===== src/rtl/spe_pkg.sv =====
// Shared sizes, register addresses and bit positions of the pin event unit.
// Assumes two slots, each owning one 16-bit halfword of every register.
package spe_pkg;
    localparam int PIN_W  = 8;
    localparam int HALF_W = 16;
    localparam int SLOTS  = 2;
    localparam int REG_W  = SLOTS * HALF_W;
    localparam int ADDR_W = 2;

    typedef enum logic [ADDR_W-1:0] {
        ADDR_PINS  = 2'd0,
        ADDR_EVENT = 2'd1,
        ADDR_EN    = 2'd2,
        ADDR_NONE  = 2'd3
    } spe_addr_e;

    // pin positions inside a slot byte
    localparam int PIN_RDY  = 0;
    localparam int PIN_BVD1 = 1;
    localparam int PIN_BVD2 = 2;
    localparam int PIN_CD1  = 3;
    localparam int PIN_CD2  = 4;
    localparam int PIN_WP   = 5;
    localparam int PIN_VS2  = 6;
    localparam int PIN_VS1  = 7;

    // ready event positions inside a halfword
    localparam int EV_RDY_LO   = 7;
    localparam int EV_RDY_HI   = 6;
    localparam int EV_RDY_RISE = 5;
    localparam int EV_RDY_FALL = 4;
    localparam int PRESENT_BIT = 0;

    localparam logic [HALF_W-1:0] HALF_STORE = 16'hFF70;
    localparam logic [HALF_W-1:0] HALF_LIVE  = 16'h0080;
    localparam logic [REG_W-1:0]  STORE_MASK = {SLOTS{HALF_STORE}};
    localparam logic [REG_W-1:0]  LIVE_MASK  = {SLOTS{HALF_LIVE}};
endpackage


===== src/rtl/spe_sync.sv =====
// Two-flop synchroniser for a bundle of independent asynchronous pins.
// Assumes each pin is quasi-static, so no bundle coherency is needed.
module spe_sync #(
    parameter int W = 16
) (
    input  logic         clk,
    input  logic         rst_n,
    input  logic [W-1:0] d,
    output logic [W-1:0] q
);
    logic [W-1:0] meta_q;

    // two sampling stages against metastability
    always_ff @(posedge clk) begin
        if (!rst_n) begin
            meta_q <= '0;
            q      <= '0;
        end else begin
            meta_q <= d;
            q      <= meta_q;
        end
    end
endmodule


===== src/rtl/spe_slot_detect.sv =====
// Per-slot event decode: compares the synchronised pins with the previous
// sample, builds the halfword of event set requests, live level flags and
// the pin register view with the card-present flag.
// Assumes the caller gates the outputs until its sample pipeline is filled.
module spe_slot_detect
    import spe_pkg::*;
(
    input  logic [PIN_W-1:0]  cur,
    input  logic [PIN_W-1:0]  prev,
    input  logic              lvl_ok,
    input  logic              edge_ok,
    output logic [HALF_W-1:0] set_half,
    output logic [HALF_W-1:0] live_half,
    output logic [HALF_W-1:0] pin_half
);
    logic rdy_rise;
    logic rdy_fall;

    // ready transitions against the previous sample
    always_comb begin
        rdy_rise = cur[PIN_RDY] & ~prev[PIN_RDY];
        rdy_fall = ~cur[PIN_RDY] & prev[PIN_RDY];
    end

    // sticky event requests for this slot
    always_comb begin
        set_half = '0;
        if (edge_ok) begin
            set_half[HALF_W-1 -: PIN_W] = cur ^ prev;
            set_half[EV_RDY_RISE]       = rdy_rise;
            set_half[EV_RDY_FALL]       = rdy_fall;
        end
        if (lvl_ok) begin
            set_half[EV_RDY_HI] = cur[PIN_RDY];
        end
    end

    // level flag that follows the pin and is never stored
    always_comb begin
        live_half            = '0;
        live_half[EV_RDY_LO] = lvl_ok & ~cur[PIN_RDY];
    end

    // pin register view, card present only with both detects low
    always_comb begin
        pin_half                    = '0;
        pin_half[HALF_W-1 -: PIN_W] = cur;
        pin_half[PRESENT_BIT]       = lvl_ok & ~cur[PIN_CD1] & ~cur[PIN_CD2];
    end
endmodule


===== src/rtl/spe_status_bank.sv =====
// Shared event register with write-one-to-clear and set priority, the
// enable register and the registered interrupt.
// Assumes set requests arrive only on bits inside STORE.
module spe_status_bank #(
    parameter int              W     = 32,
    parameter logic [W-1:0]    STORE = '1
) (
    input  logic         clk,
    input  logic         rst_n,
    input  logic [W-1:0] set_vec,
    input  logic [W-1:0] live_vec,
    input  logic [W-1:0] clr_vec,
    input  logic         en_we,
    input  logic [W-1:0] wdata,
    output logic [W-1:0] stat_q,
    output logic [W-1:0] stat_rd,
    output logic [W-1:0] en_q,
    output logic         irq
);
    // sticky event bits: clear by ones, hardware set wins
    always_ff @(posedge clk) begin
        if (!rst_n) stat_q <= '0;
        else        stat_q <= ((stat_q & ~clr_vec) | set_vec) & STORE;
    end

    // visible event view including live level flags
    always_comb stat_rd = stat_q | live_vec;

    // enable register
    always_ff @(posedge clk) begin
        if (!rst_n)     en_q <= '0;
        else if (en_we) en_q <= wdata;
    end

    // registered interrupt from all enabled events of both slots
    always_ff @(posedge clk) begin
        if (!rst_n) irq <= 1'b0;
        else        irq <= |(stat_rd & en_q);
    end
endmodule


===== src/rtl/slot_pin_event_unit.sv =====
// Top of the dual-slot pin event unit: synchronises both pin bytes, keeps
// a previous sample, decodes events per slot and serves the register port.
// Assumes slot A on the upper halfword and slot B on the lower halfword.
module slot_pin_event_unit
    import spe_pkg::*;
(
    input  logic              clk,
    input  logic              rst_n,
    input  logic [PIN_W-1:0]  pin_a,
    input  logic [PIN_W-1:0]  pin_b,
    input  logic [ADDR_W-1:0] reg_addr,
    input  logic              reg_wr,
    input  logic [REG_W-1:0]  reg_wdata,
    output logic [REG_W-1:0]  reg_rdata,
    output logic              irq
);
    localparam int ALL_PINS = SLOTS * PIN_W;

    logic [ALL_PINS-1:0] pins_raw;
    logic [ALL_PINS-1:0] pins_sync;
    logic [ALL_PINS-1:0] pins_prev;
    logic [2:0]          vld_q;
    logic [REG_W-1:0]    set_w;
    logic [REG_W-1:0]    live_w;
    logic [REG_W-1:0]    pin_reg_w;
    logic [REG_W-1:0]    clr_w;
    logic [REG_W-1:0]    stat_q_w;
    logic [REG_W-1:0]    stat_rd_w;
    logic [REG_W-1:0]    en_w;
    logic                wr_event;
    logic                wr_en;

    assign pins_raw = {pin_a, pin_b};

    spe_sync #(.W(ALL_PINS)) u_sync (
        .clk   (clk),
        .rst_n (rst_n),
        .d     (pins_raw),
        .q     (pins_sync)
    );

    // previous synchronised sample for edge detection
    always_ff @(posedge clk) begin
        if (!rst_n) pins_prev <= '0;
        else        pins_prev <= pins_sync;
    end

    // fill tracker: bit1 = sync output real, bit2 = previous sample real
    always_ff @(posedge clk) begin
        if (!rst_n) vld_q <= '0;
        else        vld_q <= {vld_q[1:0], 1'b1};
    end

    for (genvar s = 0; s < SLOTS; s++) begin : g_slot
        localparam int POS = SLOTS - 1 - s;
        spe_slot_detect u_det (
            .cur       (pins_sync[POS*PIN_W +: PIN_W]),
            .prev      (pins_prev[POS*PIN_W +: PIN_W]),
            .lvl_ok    (vld_q[1]),
            .edge_ok   (vld_q[2]),
            .set_half  (set_w[POS*HALF_W +: HALF_W]),
            .live_half (live_w[POS*HALF_W +: HALF_W]),
            .pin_half  (pin_reg_w[POS*HALF_W +: HALF_W])
        );
    end

    // write decode
    always_comb begin
        wr_event = reg_wr && (reg_addr == ADDR_EVENT);
        wr_en    = reg_wr && (reg_addr == ADDR_EN);
        clr_w    = wr_event ? reg_wdata : '0;
    end

    spe_status_bank #(.W(REG_W), .STORE(STORE_MASK)) u_bank (
        .clk      (clk),
        .rst_n    (rst_n),
        .set_vec  (set_w),
        .live_vec (live_w & LIVE_MASK),
        .clr_vec  (clr_w),
        .en_we    (wr_en),
        .wdata    (reg_wdata),
        .stat_q   (stat_q_w),
        .stat_rd  (stat_rd_w),
        .en_q     (en_w),
        .irq      (irq)
    );

    // read multiplexer
    always_comb begin
        case (reg_addr)
            ADDR_PINS:  reg_rdata = pin_reg_w;
            ADDR_EVENT: reg_rdata = stat_rd_w;
            ADDR_EN:    reg_rdata = en_w;
            default:    reg_rdata = '0;
        endcase
    end
endmodule


===== config.mk =====
export PLATFORM = sky130hd
export DESIGN_NAME = slot_pin_event_unit
export DESIGN_NICKNAME = d
export VERILOG_FILES = /design/src/rtl/spe_pkg.sv /design/src/rtl/spe_sync.sv /design/src/rtl/spe_slot_detect.sv /design/src/rtl/spe_status_bank.sv /design/src/rtl/slot_pin_event_unit.sv
export SDC_FILE = /design/constraint.sdc
export NUM_CORES = 1
export LEC_CHECK = 0
export BUFFER_PORTS_ARGS = -buffer_cell sky130_fd_sc_hd__buf_2
export CAP_MARGIN = 20
export CORE_MARGIN = 3
export CORE_UTILIZATION = 45
export CTS_BUF_LIST = sky130_fd_sc_hd__clkbuf_8
export CTS_CLUSTER_DIAMETER = 40
export DETAILED_ROUTE_END_ITERATION = 10
export MAX_ROUTING_LAYER = met4
export PLACE_DENSITY = 0.65
export SYNTH_ARGS = -nofsm -noshare
export SYNTH_HDL_FRONTEND = slang
export SYNTH_HIERARCHICAL = 1
export SYNTH_SLANG_ARGS = --single-unit

===== constraint.sdc =====
create_clock -name clk -period 1.75 [get_ports clk]
set_input_delay 0.175 -clock clk [delete_from_list [all_inputs] [get_ports clk]]
set_output_delay 0.175 -clock clk [all_outputs]
set_load 0.02 [all_outputs]

==> results of run 1 <==
==> cells in the final DEF (no fill, tap or decap), types with 5 or more instances in the layout <==
| master | n |
|---|---|
| o21a_1 | 22 |
| and2_1 | 38 |
| o2bb2ai_1 | 32 |
| buf_4 | 9 |
| buf_12 | 5 |
| nand4_1 | 6 |
| inv_1 | 5 |
| dfxtp_1 | 105 |
| or2_2 | 19 |
| and2_2 | 32 |
| o21ai_0 | 19 |
| a22oi_1 | 5 |
| conb_1 | 71 |
| xor2_1 | 14 |
| buf_2 | 85 |
| clkbuf_8 | 9 |
| nor2b_1 | 58 |
| mux2i_1 | 64 |
| and3_1 | 22 |
==> per-stage QoR <==
step	total power, mW	hold slack (ns)	instance area (µm²)	utilization	setup WS (ns)
after floorplan	3.09	0.203	5520	-	0.316
after global placement	3.25	0.393	5800	0.522	0.325
after detailed placement	3.26	0.398	5800	0.522	0.283
after CTS	4.70	0.0111	5990	0.539	0.00575
after global routing	4.87	0.00588	6010	0.540	0.0169
final	4.66	0.0294	6010	0.540	0.0826
==> layer usage <==
| metal | vias up | wire [µm] | track usage |
|---|---|---|---|
| met4 | 0 | 123 | 0.0499 |
| met5 | - | 0 | - |
| li1 | 1900 | - | - |
| met3 | 8 | 398 | 0.0349 |
| met2 | 62 | 5550 | 0.301 |
| met1 | 1719 | 5620 | 0.242 |
==> state kept, by name, indices dropped and copies added, names as in the netlist <==
register / cells
u_bank/stat_q: 22
pins_prev: 16
u_sync/meta_q: 16
u_bank/irq: 1
u_sync/q: 16
vld_q: 3
u_bank/en_q: 32
==> final cells by class <==
type / count / share of cell area
Clock buffer: 9 / 0.0206
Multi-Input combinational cell: 418 / 0.484
Tap cell: 140 / 0.0291
Inverter: 4 / 0.00250
Sequential cell: 106 / 0.353
Timing Repair Buffer: 100 / 0.100
Clock inverter: 6 / 0.00999
==> power breakdown <==
group | switching [mW] | internal [mW] | total (mW)
sequential | 0.0554 | 2.50 | 2.55
combinational | 0.350 | 0.305 | 0.655
clock | 0.806 | 0.647 | 1.45
==> worst max-delay path by stage <==
stage                 start         endpoint  depth (start not counted)
6_report           vld_q[1]     reg_rdata[0]                          4
5_1_grt        u_sync/q[12]    reg_rdata[16]                          4
4_1_cts            vld_q[1]     reg_rdata[0]                          4
3_5_place_dp    reg_addr[1]  u_bank/en_q[19]                          6
3_3_place_gp    reg_addr[1]  u_bank/en_q[17]                          6
2_1_floorplan   reg_addr[1]  u_bank/en_q[10]                          8
==> what timing repair did <==
item,in CTS,in global routing
resized for setup,1,2
hold buffers,0,1
hold endpoints to repair,0,1
endpoints found under the setup margin,1,2
==> reports/metrics.yaml, run 1 <==
grt_use_total: 0.187
synthesis.area_um2: 5270
powerDensity_nw_per_um2: 775
grt_max_degree: 42
max_stage_delay_ns: 0.40
tns_ns: 0
nFillCells: 1032
rr_startpoint: "u_bank/stat_q[22]"
portBuffers: 85
crit_family: "flip-flops"
vias: 3689
critPathBufInv: 1
report.final.slew_viol_count: 0
cts_tree: "yes"
finalCritPeriodShare: 0.953
avgSynthCellArea_um2: 9.90
crit_fanout: 7
place.gp.congestion: 0.801
antenna_found_initial: 0
holdPathStages: 2
skew_ns: 0.0104
firstDrtPassIters: 4
arrival_ns: 1.49
fmax_ghz: 0.600
yosysWarnings: 6
status: "complete, no violations"
rsz0062_at_grt: "false"
p_leak_nw: 2.79
r2r_slack_ns: 0.42
layoutNonFillerInstCount: 783
dpl.cell_count: 767
insertion_delay_ns: 0.36
worstRegToRegCells: 4
cts_buffer_depth: 2
multi_input_area_um2: 2910
hold_start: "pin_a[3]"
diodes: 0
layout.nets: 696
die_w_um: 114
ant_nets: 0
cts_sinks: 106
grt_first_pass_wirelength_mm: 18.5
reg2reg_to: "u_bank/irq"
grt_pass1_vias: 3607
hold_viol: 0
netlist_instances: 532
area.growth.synth_to_final_pct: 14.1
maxCapViolations: 0
routedWlPerCell_um: 14.9
rows: 38
core-area_um2: 11100
cts_buffers: 9
cts_setup_buffers: 0
clkSlewWorstSetupHoldPaths_ns: 0.10
worstSetupPathType: "flip-flop to output pin"
dp_hpwl_mm: 8.49
cp_cell_sequence: "nor3b_1 > mux2i_1 > o2bb2ai_1 > buf_2"
drc_errors: 0
drive_above_1_share: 0.266
cpMaxStageDelayCell: "dfxtp_2"
grt_overflow: 0
die_h_um: 114
die_area_um2: 13000
io_pins: 86
vias_per_cell: 4.71
start_util: 0.473
min_to: "u_sync/meta_q[11]"
htreeDepth: 3
hold_class: "input port to flip-flop"
cts-root-buf: "clkbuf_8"
critPathLaunchType: "flip-flop"
crit_path_end_kind: "output pin"
setup_viol: 0
drt_wl_total_mm: 11.7
critPathRequiredTime_ns: 1.57
peakVddDrop_v: 0.000392
min_period_ns: 1.67
seqCellArea_um2: 2120
drtIter0Drc: 159
Power figures use the tool's default switching activity.
==> inputs of run 2 (changes only) <==
Settings changed: MAX_ROUTING_LAYER met4 to unset, SLEW_MARGIN set to 10.
==> reports/metrics.yaml, run 2 (synthesis gave the netlist of run 1 again) <==
largest_reg_flops: 32
switching_share: 0.262
core-area_um2: 11100
peakVddDrop_v: 0.000392
die_area_um2: 13000
finalPower_mw: 4.67
power_switching_mw: 1.22
setup_viol: 0
firstDrtPassIters: 4
clkPwrFrac: 0.313
place.gp.congestion: 0.790
cts_setup_buffers: 0
cts_buffers: 9
multi_input_area_um2: 2910
insertion_delay_ns: 0.36
hold_viol: 0
finish.utilization: 0.540
critPathRequiredTime_ns: 1.57
tns_ns: 0
grt_overflow: 0
crit_fanout: 7
dpl-instance-area_um2: 5800
vias: 3702
p_comb_frac: 0.140
layout.nets: 696
die_w_um: 114
report.final.slew_viol_count: 0
hold_class: "input port to flip-flop"
drc_errors: 0
start_util: 0.473
grt_use_total: 0.183
antenna_found_initial: 0
grt_first_pass_wirelength_mm: 18.6
htreeDepth: 3
dp_hpwl_mm: 8.49
nFillCells: 1032
drt_wl_total_mm: 11.7
fin_area_um2: 6010
powerDensity_nw_per_um2: 777
final_common_cell: "dfxtp_1"
clkSlewWorstSetupHoldPaths_ns: 0.09
io_pins: 86
grt_pass1_vias: 3610
diodes: 0
seqCellArea_um2: 2120
portBuffers: 85
finalCritPeriodShare: 0.955
area.growth.synth_to_final_pct: 14.1
worstSetupPathType: "flip-flop to output pin"
internal_power_mw: 3.45
rsz0062_at_grt: "false"
cts_sinks: 106
die_h_um: 114
ant_nets: 0
p_leak_nw: 2.79
routedWlPerCell_um: 15.0
arrival_ns: 1.50
cts_tree: "yes"
crit_path_end_kind: "output pin"
final_cell_mix: "105 x dfxtp_1, 85 x buf_2, 71 x conb_1"
grt_max_degree: 42
drive_above_1_share: 0.266
cts_buffer_depth: 2
critPathLaunchType: "flip-flop"
fmax_ghz: 0.598
max_flop_register: "u_bank/en_q"
rows: 38
skew_ns: 0.00971
largest_registers: "u_bank/en_q (32), u_bank/stat_q (22)"
min_period_ns: 1.67
cts-root-buf: "clkbuf_8"
vias_per_cell: 4.73
status: "complete, no violations"
drtIter0Drc: 173
p_seq_frac: 0.546
maxCapViolations: 0
## run 2: cell counts in the layout (fill, tap and decap cells not counted)
Identical to the previous run, type by type.
## run 2: cell type report
class / instances / share of cell area
multi-input cells: 418 / 0.484
flip-flops and latches: 106 / 0.353
repair buffers: 100 / 0.100
well taps: 140 / 0.0291
clock buffers: 9 / 0.0206
clock inverters: 6 / 0.00999
inverters: 4 / 0.00250
## run 2: layer usage
layer,vias up,track usage,part of all wire
li1,1901,-,-
met1,1727,0.244,0.48
met2,66,0.301,0.47
met3,8,0.0291,0.036
met4,0,0.0618,0.012
met5,-,0,0
## run 2: what timing repair did
| action | CTS | global route |
|---|---|---|
| endpoints found under the setup margin | 1 | 2 |
| endpoints found under the hold margin | 0 | 1 |
| resized for setup | 1 | 2 |
| pin swaps | 0 | 0 |
| hold buffers | 0 | 1 |
## run 2: worst paths after layout
path,startpoint,end,slack [ns],cells past startpoint
max reg2reg,u_bank/stat_q[28],u_bank/irq,0.38,4
min reg2reg,u_sync/meta_q[10],u_sync/q[10],0.45,1
max,vld_q[1],reg_rdata[0],0.08,4
min,pin_b[4],u_sync/meta_q[4],0.03,2
## run 2: critical path, cell delays in order, from the launching register on
cell and delay (ns):
dfxtp_2 0.40, nor3b_1 0.27, mux2i_1 0.13, o2bb2ai_1 0.16, buf_2 0.18
## run 2: per-stage QoR
| step | hold WS (ns) | setup WS [ns] | cells |
|---|---|---|---|
| final | 0.0280 | 0.0783 | 783 |
| after global routing | 0.00718 | 0.0182 | 783 |
| after CTS | 0.0111 | 0.00575 | 782 |
| after detailed placement | 0.398 | 0.283 | 767 |
| after global placement | 0.393 | 0.325 | 767 |
| after floorplan | 0.203 | 0.316 | 600 |
## run 2: power groups by stage
stage	sequential, mW	clock [mW]	combinational [mW]
6_report	2.55	1.46	0.655
5_1_grt	2.56	1.59	0.721
4_1_cts	2.55	1.49	0.656
3_5_place_dp	2.61	0	0.655
3_3_place_gp	2.60	0	0.647
2_1_floorplan	2.59	0	0.493
